### src/rtl/irqm_pkg.sv
// Package irqm_pkg
// Shared widths, register select codes and the level-open rule.
// Assumes 3-bit levels and a 4-bit mask field.
package irqm_pkg;
    localparam int LVL_W  = 3;
    localparam int MASK_W = 4;

    typedef enum logic [1:0] {
        RA_CUR   = 2'd0,
        RA_SAVED = 2'd1,
        RA_CFG   = 2'd2,
        RA_NONE  = 2'd3
    } reg_sel_e;

    // True when a request of level lvl may pass under mask value msk.
    function automatic logic lvl_open(input logic [MASK_W-1:0] msk,
                                      input logic [LVL_W-1:0]  lvl);
        if (msk == 4'hF)
            return lvl != '0;
        else if (msk[MASK_W-1])
            return 1'b0;
        else
            return {1'b0, lvl} > msk;
    endfunction
endpackage

### src/rtl/irqm_filter.sv
// Module irqm_filter
// Marks every source that is pending and whose level passes the mask.
// Assumes levels are packed 3 bits per source.
module irqm_filter
    import irqm_pkg::*;
#(
    parameter int NSRC = 8
) (
    input  logic [NSRC-1:0]       pend,
    input  logic [NSRC*LVL_W-1:0] levels,
    input  logic [MASK_W-1:0]     cur_mask,
    output logic [NSRC-1:0]       open_vec
);
    for (genvar g = 0; g < NSRC; g++) begin : g_src
        // Open flag of one source.
        always_comb open_vec[g] = pend[g] && lvl_open(cur_mask, levels[g*LVL_W +: LVL_W]);
    end
endmodule

### src/rtl/irqm_pick.sv
// Module irqm_pick
// Selects the open source with the highest level. A tie goes to the lowest index.
// Assumes that open_vec already applies the mask.
module irqm_pick
    import irqm_pkg::*;
#(
    parameter int NSRC  = 8,
    parameter int IDX_W = 3
) (
    input  logic [NSRC-1:0]       open_vec,
    input  logic [NSRC*LVL_W-1:0] levels,
    output logic                  win_valid,
    output logic [IDX_W-1:0]      win_idx,
    output logic [LVL_W-1:0]      win_lvl
);
    // Downward scan: ">=" lets a lower index take over on an equal level.
    always_comb begin
        win_valid = 1'b0;
        win_idx   = '0;
        win_lvl   = '0;
        for (int i = NSRC - 1; i >= 0; i--) begin
            if (open_vec[i] && (!win_valid || levels[i*LVL_W +: LVL_W] >= win_lvl)) begin
                win_valid = 1'b1;
                win_idx   = IDX_W'(i);
                win_lvl   = levels[i*LVL_W +: LVL_W];
            end
        end
    end
endmodule

### src/rtl/irqm_regs.sv
// Module irqm_regs
// Holds the current mask, the saved mask and the auto-mask enable.
// An applied acknowledge takes priority over a software write to either mask.
// Assumes ack_take is asserted only when a winner exists and the enable is set.
module irqm_regs
    import irqm_pkg::*;
(
    input  logic              clk,
    input  logic              rst_n,
    input  logic              reg_wr,
    input  logic [1:0]        reg_addr,
    input  logic [7:0]        reg_wdata,
    input  logic              ack_take,
    input  logic [LVL_W-1:0]  ack_lvl,
    output logic [MASK_W-1:0] cur_mask,
    output logic [MASK_W-1:0] saved_mask,
    output logic              auto_en
);
    // Register update: reset, then the software write, then the acknowledge override.
    always_ff @(posedge clk) begin
        if (!rst_n) begin
            cur_mask   <= 4'hF;
            saved_mask <= '0;
            auto_en    <= 1'b0;
        end else begin
            if (reg_wr) begin
                case (reg_sel_e'(reg_addr))
                    RA_CUR:   cur_mask   <= reg_wdata[MASK_W-1:0];
                    RA_SAVED: saved_mask <= reg_wdata[MASK_W-1:0];
                    RA_CFG:   auto_en    <= reg_wdata[0];
                    default:  ;
                endcase
            end
            if (ack_take) begin
                cur_mask   <= {1'b0, ack_lvl};
                saved_mask <= cur_mask;
            end
        end
    end

    p_ack_raise_r7: assert property (@(posedge clk) disable iff (!rst_n)
        ack_take |=> (cur_mask == {1'b0, $past(ack_lvl)}) && (saved_mask == $past(cur_mask)));

    p_idle_hold_r8: assert property (@(posedge clk) disable iff (!rst_n)
        (!ack_take && !reg_wr) |=> $stable(cur_mask) && $stable(saved_mask));
endmodule

### src/rtl/irq_level_gate.sv
// Module irq_level_gate
// Top level: filters level-tagged requests with the current mask, drives the
// interrupt line, answers acknowledge reads with a vector and, when enabled,
// raises the mask on each acknowledge and keeps the old mask.
// Assumes a single controller instance and a combinational register read.
module irq_level_gate
    import irqm_pkg::*;
#(
    parameter int         NSRC     = 8,
    parameter int         VEC_W    = 8,
    parameter logic [7:0] VEC_BASE = 8'h40,
    parameter logic [7:0] SPUR_VEC = 8'h18
) (
    input  logic                  clk,
    input  logic                  rst_n,
    input  logic [NSRC-1:0]       req_pend,
    input  logic [NSRC*LVL_W-1:0] req_level,
    input  logic                  reg_wr,
    input  logic [1:0]            reg_addr,
    input  logic [7:0]            reg_wdata,
    output logic [7:0]            reg_rdata,
    input  logic                  ack_req,
    output logic [VEC_W-1:0]      ack_vector,
    output logic                  irq_out
);
    localparam int IDX_W = (NSRC > 1) ? $clog2(NSRC) : 1;

    logic [NSRC-1:0]   open_vec;
    logic [MASK_W-1:0] cur_mask;
    logic [MASK_W-1:0] saved_mask;
    logic              auto_en;
    logic              win_valid;
    logic [IDX_W-1:0]  win_idx;
    logic [LVL_W-1:0]  win_lvl;
    logic              ack_take;

    irqm_filter #(.NSRC(NSRC)) u_filter (
        .pend     (req_pend),
        .levels   (req_level),
        .cur_mask (cur_mask),
        .open_vec (open_vec)
    );

    irqm_pick #(.NSRC(NSRC), .IDX_W(IDX_W)) u_pick (
        .open_vec  (open_vec),
        .levels    (req_level),
        .win_valid (win_valid),
        .win_idx   (win_idx),
        .win_lvl   (win_lvl)
    );

    // Applied acknowledge: auto-mask enabled and a winner exists.
    always_comb ack_take = ack_req && auto_en && win_valid;

    irqm_regs u_regs (
        .clk        (clk),
        .rst_n      (rst_n),
        .reg_wr     (reg_wr),
        .reg_addr   (reg_addr),
        .reg_wdata  (reg_wdata),
        .ack_take   (ack_take),
        .ack_lvl    (win_lvl),
        .cur_mask   (cur_mask),
        .saved_mask (saved_mask),
        .auto_en    (auto_en)
    );

    // Interrupt line: any open source.
    always_comb irq_out = |open_vec;

    // Vector: base plus winner index, or the spurious code.
    always_comb ack_vector = win_valid ? VEC_W'(VEC_BASE + 8'(win_idx)) : VEC_W'(SPUR_VEC);

    // Register read mux with reserved bits forced to zero.
    always_comb begin
        case (reg_sel_e'(reg_addr))
            RA_CUR:   reg_rdata = {4'h0, cur_mask};
            RA_SAVED: reg_rdata = {4'h0, saved_mask};
            RA_CFG:   reg_rdata = {7'h0, auto_en};
            default:  reg_rdata = 8'h00;
        endcase
    end

    p_irq_pick_r3: assert property (@(posedge clk) disable iff (!rst_n)
        irq_out == win_valid);

    p_win_open_r6: assert property (@(posedge clk) disable iff (!rst_n)
        win_valid |-> lvl_open(cur_mask, win_lvl));

    p_spur_r9: assert property (@(posedge clk) disable iff (!rst_n)
        (ack_req && !win_valid) |=> $stable(cur_mask) && $stable(saved_mask) || $past(reg_wr));

    p_reserved_r4: assert property (@(posedge clk) disable iff (!rst_n)
        (cur_mask[3] && cur_mask != 4'hF) |-> !irq_out);
endmodule

### config.mk
export PLATFORM = sky130hd
export DESIGN_NAME = irq_level_gate
export DESIGN_NICKNAME = d
export VERILOG_FILES = /design/src/rtl/irqm_pkg.sv /design/src/rtl/irqm_filter.sv /design/src/rtl/irqm_pick.sv /design/src/rtl/irqm_regs.sv /design/src/rtl/irq_level_gate.sv
export SDC_FILE = /design/constraint.sdc
export NUM_CORES = 1
export LEC_CHECK = 0
export BUFFER_PORTS_ARGS = -buffer_cell sky130_fd_sc_hd__buf_4
export CAP_MARGIN = 10
export CORE_MARGIN = 1.5
export CORE_UTILIZATION = 30
export DETAILED_ROUTE_END_ITERATION = 8
export GPL_ROUTABILITY_DRIVEN = 0
export HOLD_SLACK_MARGIN = 0.05
export RECOVER_POWER = 50
export SYNTH_ARGS = -nofsm -noshare
export SYNTH_HDL_FRONTEND = slang
export SYNTH_SLANG_ARGS = --single-unit
### constraint.sdc
create_clock -name clk -period 11.08 [get_ports clk]
set_clock_uncertainty 0.1 [all_clocks]
set_input_delay 1.108 -clock clk [delete_from_list [all_inputs] [get_ports clk]]
set_output_delay 1.108 -clock clk [all_outputs]
set_load 0.05 [all_outputs]
==> results of run 1 <==
[how the worst min path moves through the flow]
| stage | cells past startpoint | endpoint | startpoint | slack [ns] |
|---|---|---|---|---|
| after floorplan | 2 | u_regs.auto_en | u_regs.auto_en | 0.36 |
| after global placement | 2 | u_regs.auto_en | u_regs.auto_en | 0.38 |
| after detailed placement | 2 | u_regs.auto_en | u_regs.auto_en | 0.38 |
| after CTS | 2 | u_regs.auto_en | u_regs.auto_en | 0.39 |
| after global routing | 2 | u_regs.auto_en | u_regs.auto_en | 0.41 |
| final | 2 | u_regs.auto_en | u_regs.auto_en | 0.39 |
[metal layers]
metal  up-vias  global-route usage (%)
li1       1333                       -
met2        65                    30.7
met1      1221                    23.6
met3        12                    2.37
met5         -                       0
met4         0                    3.44
[flip-flops by register name, summed over array words and instances, names as in the netlist]
signal / count
u_regs.auto_en: 1
u_regs.cur_mask: 4
u_regs.saved_mask: 4
[through the flow]
step | instances | hold slack (ns) | setup slack (ns) | utilization [%]
after floorplan | 295 | 0.358 | -0.753 | -
after global placement | 485 | 0.376 | -0.997 | 44.0
after detailed placement | 485 | 0.381 | -1.14 | 44.0
after CTS | 503 | 0.388 | -0.961 | 48.3
after global routing | 508 | 0.407 | -1.31 | 49.7
final | 508 | 0.389 | -0.834 | 49.7
[cell usage in the layout (no fill, tap or decap), types with 5 or more instances in the layout]
master    Yosys  layout
buf_4        11     112
buf_6         1       6
ha_4          0       5
conb_1        1       6
nand3b_1      6       6
mux2i_1      10       9
a31oi_1       8       7
o21ai_1       8       8
clkbuf_1      2       6
dfxtp_1       9       9
nand2b_4      1       8
inv_1        19      17
nand2_1      15      13
a211oi_1      5       5
nand3_1       7       6
ha_1         45      40
a21oi_1      18      11
nor2_1       24      21
a21o_1       16      16
[power by group]
group	switching (mW)	internal, mW	total [mW]
Clock	0.0148	0.0247	0.0395
Sequential	0.00148	0.0344	0.0359
Combinational	0.196	0.199	0.395
Total	0.212	0.258	0.471
[cell type report]
cell class | instances | area (um^2)
sequential | 9 | 180
clock inverter | 1 | 5.00
multi-input combinational | 250 | 2250
inverter | 21 | 78.8
clock buffer | 3 | 41.3
fill | 702 | 3670
tap | 99 | 124
timing repair buffer | 125 | 946
[critical path, delay by kind of cell]
family,cells,cell delay [ns]
adders and majority gates,8,1.94
and+or+nand+nor,14,1.78
AOI/OAI and AO/OA,29,4.98
muxes,1,0.25
buffers and inverters,5,0.62
[repair_timing]
item,CTS,global route
gates cloned,0,0
gates resized for setup,28,18
pin swaps,11,7
setup endpoints to repair,3,6
setup buffers,14,5
endpoints found under the hold margin,0,0
[logic make-up (layout without fill, tap and decap cells)]
| group | after synthesis | after routing |
|---|---|---|
| AO/OA/AOI/OAI | 94 | 94 |
| adder cells (fa/ha/maj) | 45 | 45 |
| buffers and inverters | 36 | 150 |
| flip-flops | 9 | 9 |
| multiplexers | 10 | 10 |
| other | 1 | 6 |
| AND/OR/NAND/NOR | 95 | 95 |
==> reports/metrics.yaml, run 1 <==
logic_synthesis:
  synth_most_common_cell: "ha_1"
  synthDominantCellAreaShare_pct: 24.8
  synth.avg_cell_area_um2: 7.82
  synth_top_family_by_area: "compound AO/OA/AOI/OAI gates"
  syn_inst: 290
  ys.flop_type: "dfxtp_1"
  synthSimpleGateAreaFrac_pct: 22.8
  synth_mux_area_share_pct: 4.42
  synth_edf_count: 0
  synth_area_leaders: "ha_1, dfxtp_1, a21o_1"
  yosys-top-cells-count: "ha_1, nor2_1, inv_1"
  synth_compound_area_share_pct: 31.7
  ys_seq_area_share_pct: 7.95
  synthXorXnorAreaFrac_pct: 0
  synth_warnings: 0
  netlist_area_mm2: 0.00227
  ys_seq_elements: 9
  synth_top_area_cell: "ha_1"
  async_flop_share_pct: 0
  ys_types: 59
  synthAdderAreaFrac_pct: 24.8
worst_setup_path:
  slowest_stage: "a221o_1"
  critical_path_required_ns: 9.87
  path_class: "in -> out"
  crit_start: "req_level[23]"
  r2r_setup_slack_ns: 1.01
  timing.rr.start: "u_regs.cur_mask[2]"
  path_max_fanout: 5
  r2r-end: "u_regs.cur_mask[2]"
  critical_path_arrival_ns: 10.71
  start_kind: "input pin"
  setup.worst_path.end_class: "output port"
  critPathMaxStageDelay_ns: 0.34
  crit_path_end: "ack_vector[2]"
  rr_worst_depth: 58
  cpMostUsedCell: "a21o_1"
timing:
  rsz0062_at_grt: "true"
  worst_slack_ns: -0.834
  slew_headroom_pct: 51.1
  worst_pin_slew_ns: 0.731
  finalCritPeriodShare_pct: 108
  drv_slew: 0
  min_period_ns: 11.91
  max_freq_mhz: 83.9
  finalHoldViolCount: 0
  setup_viol: 3
  tns_ns: -2.31
floorplanning:
  dieArea_mm2: 0.00809
  die_x_um: 89.9
  row_count: 31
  initial_utilization_pct: 31.1
  core_area_mm2: 0.00729
  io_pins: 63
  die_h_um: 89.9
grt:
  grt_max_degree: 12
  grt_remaining_overflow: 0
  grt_usage_pct: 17.8
  grt_first_pass_wirelength_mm: 12.0
  grt_pass1_vias: 2550
  antenna_found_initial: 0
cts:
  cts_tree: "done"
  cts_root_buffer: "clkbuf_8"
  cts.sinks: 9
  cts.clk_slew.worst_paths_ns: 0.05
  clock_latency_ns: 0.24
  numCtsBuffers: 3
  cts_max_path_buffers: 2
  ctsHoldBuffers: 0
  htree_levels: 1
route:
  dr_wl_met3_um: 334
  ant_nets: 0
  dr_total_vias: 2631
  via_per_inst: 5.18
  wl_per_cell_um: 14.3
  highest_layer: "met4"
  routed_wl_mm: 7.25
  post-route-drc-count: 0
  drt_pass1_iterations: 4
  wl_met2_mm: 3.40
  drt_iter0_markers: 131
  routedLengthMet1_mm: 3.42
status:
  violations: "negative setup slack"
  status: "finished, violations left"
cells_and_area:
  drive_above_1_share_pct: 43.8
  n_antenna_cell: 0
  final_nets: 501
  syn_to_final_growth_pct: 59.9
  fin_area_mm2: 0.00362
flow_run:
  maxCapViolations: 0
place:
  dpl.hpwl_mm: 5.60
  port_buffers: 52
  place_area_mm2: 0.00321
power:
  totalPowerFinal_uw: 471
  leakagePower_nw: 1.79
  vdd_drop_max_uv: 43.7
  power_density_mw_per_mm2: 130
worst_hold_path:
  hp-class: "reg -> reg"
(Power assumes the default switching activity.)
==> inputs of run 2 (changes only) <==
==> constraint.sdc (replaced) <==
create_clock -name clk -period 11.1 [get_ports clk]
set_clock_uncertainty 0.1 [all_clocks]
set_input_delay 1.11 -clock clk [delete_from_list [all_inputs] [get_ports clk]]
set_output_delay 1.11 -clock clk [all_outputs]
set_load 0.05 [all_outputs]
==> reports/metrics.yaml, run 2 (synthesis gave the netlist of run 1 again) <==
status:
  status: "finished, violations left"  # unchanged
  violations: "negative setup slack"  # unchanged
power:
  leakagePower_nw: 2.02  # was 1.79 nW
  power_density_mw_per_mm2: 138  # was 130 mW/mm^2
  vdd_drop_max_uv: 43.7  # about the same
floorplanning:
  initial_utilization_pct: 31.1  # unchanged
  die_h_um: 89.9  # unchanged
  die_x_um: 89.9  # unchanged
  core_area_mm2: 0.00729  # unchanged
  row_count: 31  # unchanged
  dieArea_mm2: 0.00809  # unchanged
  io_pins: 63  # unchanged
cells_and_area:
  syn_to_final_growth_pct: 74.3  # was 59.9%
  layout_common_cells: "buf_4, ha_1, nor2_1"  # unchanged
  final_nets: 547  # was 501
  register_area_um2: 180  # unchanged
  fin_util_pct: 54.2  # was 49.7%
  drive_above_1_share_pct: 49.7  # was 43.8%
  fillers: 668  # was 702
  layout_commonest_cell: "buf_4"  # unchanged
  reg.largest.list: "u_regs.cur_mask x4, u_regs.saved_mask x4, u_regs.auto_en x1"  # unchanged
  n_antenna_cell: 0  # unchanged
  multi_input_area_mm2: 0.00222  # was 0.00225 mm^2
place:
  dpl.hpwl_mm: 5.69  # was 5.60 mm
  port_buffers: 52  # unchanged
  place_ws_ns: -1.06  # was -1.14 ns
route:
  ant_nets: 0  # unchanged
  routed_wl_mm: 9.48  # was 7.25 mm
  post-route-drc-count: 0  # unchanged
  wl_per_cell_um: 17.1  # was 14.3 um
  drt_pass1_iterations: 6  # was 4
  dr_total_vias: 2974  # was 2631
  drt_iter0_markers: 138  # was 131
  via_per_inst: 5.37  # was 5.18
grt:
  antenna_found_initial: 0  # unchanged
  grt_usage_pct: 21.4  # was 17.8%
  grt_remaining_overflow: 0  # unchanged
  grt_pass1_vias: 2912  # was 2550
  grt_max_degree: 12  # unchanged
  grt_first_pass_wirelength_mm: 14.1  # was 12.0 mm
worst_setup_path:
  start_kind: "input pin"  # unchanged
  cpMostUsedCell: "buf_4"  # was a21o_1
  critical_path_arrival_ns: 11.08  # was 10.71 ns
  critPathMaxStageDelay_ns: 0.39  # was 0.34 ns
  setup.worst_path.end_class: "output port"  # unchanged
  crit_start: "req_level[23]"  # unchanged
  critical_path_required_ns: 9.89  # was 9.87 ns
  path_max_fanout: 4  # was 5
  path_class: "in -> out"  # unchanged
  slowest_stage: "a311oi_4"  # was a221o_1
  timing.rr.start: "u_regs.cur_mask[2]"  # unchanged
timing:
  finalHoldViolCount: 0  # unchanged
  worst_pin_slew_ns: 0.754  # was 0.731 ns
  setup_viol: 3  # unchanged
  slew_headroom_pct: 49.6  # was 51.1%
  min_period_ns: 12.29
  rsz0062_at_grt: "true"  # unchanged
  worst_slack_ns: -1.19  # was -0.834 ns
  finalCritPeriodShare_pct: 111
  drv_slew: 0  # unchanged
  max_freq_mhz: 81.3
worst_hold_path:
  hp-class: "reg -> reg"  # unchanged
  min_from: "u_regs.auto_en"  # unchanged
cts:
  cts.sinks: 9  # unchanged
  cts_tree: "done"  # unchanged
  numCtsBuffers: 3  # unchanged
  cts_max_path_buffers: 2  # unchanged
  ctsHoldBuffers: 0  # unchanged
  cts_root_buffer: "clkbuf_8"  # unchanged
  htree_levels: 1  # unchanged
  clock_latency_ns: 0.24  # about the same
  cts.clk_slew.worst_paths_ns: 0.05  # about the same
flow_run:
  maxCapViolations: 0  # unchanged
run 2: path summary, 6_finish.rpt:
kind | depth (start not counted) | endpoint | slack, ns
worst max-delay path | 70 | ack_vector[1] | -1.19
worst max register to register | 58 | u_regs.cur_mask[1] | 0.62
worst min-delay path | 2 | u_regs.auto_en | 0.39
worst min register to register | 2 | u_regs.auto_en | 0.39
run 2: layer usage:
metal | wire (um) | global-route usage, % | share of wire [%] | vias up
met3 | 513 | 3.55 | 5.4 | 50
li1 | - | - | - | 1418
met5 | 0 | 0 | 0 | -
met1 | 3910 | 25.7 | 41 | 1383
met2 | 4520 | 37.4 | 48 | 123
met4 | 541 | 9.39 | 5.7 | 0
run 2: final cells by class:
| cell class | instances | share of cell area (%) |
|---|---|---|
| Timing Repair Buffer | 171 | 33.0 |
| Tap cell | 99 | 3.13 |
| Clock buffer | 4 | 1.14 |
| Sequential cell | 9 | 4.56 |
| Inverter | 21 | 1.99 |
| Multi-Input combinational cell | 250 | 56.2 |
run 2: worst max-delay path, delay by kind of cell:
family                     cells  cell delay [ns]
AOI/OAI and AO/OA             14             2.72
adders and majority gates      4             0.95
buffers and inverters         43             5.32
and+or+nand+nor                9             0.97
run 2: per-stage QoR:
stage	cells	instance area [um^2]	setup TNS (ns)	hold WS [ns]	power, mW
after CTS	543	3750	-2.26	0.394	0.471
after floorplan	295	2400	-1.80	0.358	0.238
after detailed placement	486	3220	-2.94	0.385	0.352
after global placement	486	3220	-2.81	0.377	0.345
final	554	3950	-3.49	0.391	0.546
after global routing	554	3950	-5.53	0.420	0.575
run 2: what timing repair did:
action,in CTS,in global routing
buffers inserted,53,11
endpoints found under the hold margin,0,0
resized for setup,16,29
endpoints found under the setup margin,3,6
pin swaps,5,13
run 2: where the power goes:
| group | leakage [nW] | switching [mW] | internal [mW] | total (mW) |
|---|---|---|---|---|
| registers | 0.0736 | 0.00135 | 0.0343 | 0.0357 |
| clock network | 0.0228 | 0.0151 | 0.0252 | 0.0403 |
| logic | 1.92 | 0.228 | 0.241 | 0.470 |
| total | 2.02 | 0.245 | 0.301 | 0.546 |
==> inputs of run 3 (changes only) <==
--- a/config.mk
+++ b/config.mk
@@ -15,4 +15,5 @@
 export RECOVER_POWER = 50
 export SYNTH_ARGS = -nofsm -noshare
 export SYNTH_HDL_FRONTEND = slang
+export SYNTH_HIERARCHICAL = 1
 export SYNTH_SLANG_ARGS = --single-unit
==> reports/metrics.yaml, run 3 <==
logic_synthesis:
  synth_top_area_cell: "ha_1"  # unchanged
  syn_inst: 301  # was 290
  synth_most_common_cell: "ha_1"  # unchanged
  synth.avg_cell_area_um2: 8.00  # was 7.82 um^2
  netlist_area_mm2: 0.00241  # was 0.00227 mm^2
  ys.flop_type: "dfxtp_1"  # unchanged
  synth_area_leaders: "ha_1, dfxtp_1, nand2_1"  # was ha_1, dfxtp_1, a21o_1
  yosys-top-cells-count: "ha_1, nand2_1, a21oi_1, inv_1, o21ai_0"  # was ha_1, nor2_1, inv_1
  ys_seq_area_share_pct: 7.48  # was 7.95%
  synthDominantCellAreaShare_pct: 23.4  # was 24.8%
  async_flop_share_pct: 0  # unchanged
  ys_seq_elements: 9  # unchanged
  synth_edf_count: 0  # unchanged
  synth_warnings: 6  # was 0
  ys_types: 62  # was 59
cells_and_area:
  layout_commonest_cell: "buf_4"  # unchanged
  fin_util_pct: 51.8  # was 54.2%
  n_antenna_cell: 0  # unchanged
  final_nets: 530  # was 547
  drive_above_1_share_pct: 51.1  # was 49.7%
  reg.largest.list: "u_regs/cur_mask x4, u_regs/saved_mask x4, u_regs/auto_en x1"  # was u_regs.cur_mask x4, u_regs.saved_mask x4, u_regs.auto_en x1
  syn_to_final_growth_pct: 67.1  # was 74.3%
  layout_common_cells: "buf_4, ha_1, nand2_1"  # was buf_4, ha_1, nor2_1
  fin_area_mm2: 0.00402  # was 0.00395 mm^2
  fillers: 706  # was 668
  final_cells: 540  # was 554
floorplanning:
  die_h_um: 92.6  # was 89.9 um
  initial_utilization_pct: 31.0  # was 31.1%
  core_area_mm2: 0.00777  # was 0.00729 mm^2
  die_x_um: 92.6  # was 89.9 um
  row_count: 32  # was 31
  dieArea_mm2: 0.00857  # was 0.00809 mm^2
  io_pins: 63  # unchanged
place:
  place_ws_ns: -0.493  # was -1.06 ns
  port_buffers: 52  # unchanged
  place_area_mm2: 0.00322  # about the same
  dp_cells: 495  # was 486
  dpl.hpwl_mm: 5.79  # was 5.69 mm
timing:
  slew_headroom_pct: 59.6  # was 49.6%
  worst_slack_ns: 0.0507  # was -1.19 ns
  rsz0062_at_grt: "true"  # unchanged
  hold_slack_ns: 0.434  # was 0.391 ns
  setup_viol: 0  # was 3
  finalCritPeriodShare_pct: 99.5  # was 111%
  max_freq_mhz: 90.5  # was 81.3 MHz
  worst_pin_slew_ns: 0.608  # was 0.754 ns
  tns_ns: 0  # was -3.49 ns
  min_period_ns: 11.05  # was 12.29 ns
  drv_slew: 0  # unchanged
  finalHoldViolCount: 0  # unchanged
route:
  drt_pass1_iterations: 4  # was 6
  via_per_inst: 5.28  # was 5.37
  wl_met2_mm: 4.33  # was 4.52 mm
  dr_total_vias: 2851  # was 2974
  ant_nets: 0  # unchanged
  post-route-drc-count: 0  # unchanged
  wl_per_cell_um: 15.8  # was 17.1 um
  dr_wl_met3_um: 393  # was 513 um
  drt_iter0_markers: 85  # was 138
  routed_wl_mm: 8.53  # was 9.48 mm
  highest_layer: "met4"  # unchanged
  routedLengthMet1_mm: 3.42  # was 3.91 mm
worst_setup_path:
  path_class: "in -> out"  # unchanged
  slowest_stage: "a2111oi_4"  # was a311oi_4
  critPathMaxStageDelay_ns: 0.46  # was 0.39 ns
  critical_path_required_ns: 9.89  # about the same
  critical_path_arrival_ns: 9.84  # was 11.08 ns
  path_max_fanout: 6  # was 4
  start_kind: "input pin"  # unchanged
  cpMostUsedCell: "o21ai_2"  # was buf_4
  setup.worst_path.end_class: "output port"  # unchanged
grt:
  grt_max_degree: 11  # was 12
  antenna_found_initial: 0  # unchanged
  grt_pass1_vias: 2747  # was 2912
  grt_first_pass_wirelength_mm: 12.6  # was 14.1 mm
  grt_usage_pct: 18.3  # was 21.4%
  grt_remaining_overflow: 0  # unchanged
power:
  vdd_drop_max_uv: 49.7  # was 43.7 uV
  totalPowerFinal_uw: 568  # was 546 uW
  seqPwrFrac_pct: 6.5  # about the same
  leakagePower_nw: 1.92  # was 2.02 nW
  switching_share_pct: 44.4  # was 44.8%
  power_frac_comb_pct: 86.8  # was 86.1%
  p_switching_uw: 252  # was 245 uW
  intPower_uw: 316  # was 301 uW
  power_density_mw_per_mm2: 141  # was 138 mW/mm^2
  clockPowerShare_pct: 6.7  # was 7.4%
cts:
  htree_levels: 1  # unchanged
  cts_root_buffer: "clkbuf_8"  # unchanged
  numCtsBuffers: 3  # unchanged
  cts.sinks: 9  # unchanged
  cts_tree: "done"  # unchanged
  cts_max_path_buffers: 2  # unchanged
  clock_latency_ns: 0.23  # was 0.24 ns
  cts.clk_slew.worst_paths_ns: 0.04  # was 0.05 ns
worst_hold_path:
  hp-class: "reg -> reg"  # unchanged
flow_run:
  maxCapViolations: 0  # unchanged
status:
  status: "completed"  # was finished, violations left
## run 3: logic make-up after synthesis
group                    share of synthesized area [%]
multiplexers                                      6.24
buffers and inverters                             8.42
other                                            0.156
adder cells (fa/ha/maj)                           23.4
AO/OA/AOI/OAI                                     29.0
flip-flops                                        7.48
AND/OR/NAND/NOR                                   25.3
## run 3: worst max-delay path: cells and delay by family
family / cells / cell delay (ns)
AO/OA/AOI/OAI: 18 / 3.23
adder cells (fa/ha/maj): 7 / 1.71
buffers and inverters: 7 / 0.79
multiplexers: 2 / 0.67
AND/OR/NAND/NOR: 15 / 2.34
## run 3: power by group through the flow
stage                     sequential (mW)  combinational [mW]  clock, mW
after floorplan                    0.0366               0.225          0
after global placement             0.0372               0.332          0
after detailed placement           0.0372               0.339          0
after CTS                          0.0367               0.421     0.0391
after global routing               0.0370               0.527     0.0405
final                              0.0368               0.493     0.0382
## run 3: what timing repair did
item,4_1_cts,5_1_grt
setup buffers,33,8
pin swaps,22,42
setup endpoints to repair,3,5
resized for setup,50,43
hold buffers,0,0
## run 3: final cells by class
cell class                 instances  area (um^2)  area share, %
multi-input combinational        260         2470           61.4
tap                              102          128           3.17
sequential                         9          180           4.48
timing repair buffer             143         1120           27.8
clock buffer                       4         45.0           1.12
inverter                          22         82.6           2.05
## run 3: layer usage
metal / GRT usage, % / vias up
li1: - / 1409
met1: 20.6 / 1328
met2: 33.8 / 82
met3: 2.30 / 32
met4: 8.85 / 0
met5: 0 / -
## run 3: final timing paths
check / start / endpoint / slack [ns] / cells past startpoint
worst max-delay path: req_level[23] / ack_vector[0] / 0.05 / 49
worst min-delay path: u_regs/cur_mask[2] / u_regs/cur_mask[2] / 0.43 / 2
worst max register to register: u_regs/cur_mask[0] / u_regs/cur_mask[2] / 0.54 / 59
worst min register to register: u_regs/cur_mask[2] / u_regs/cur_mask[2] / 0.43 / 2
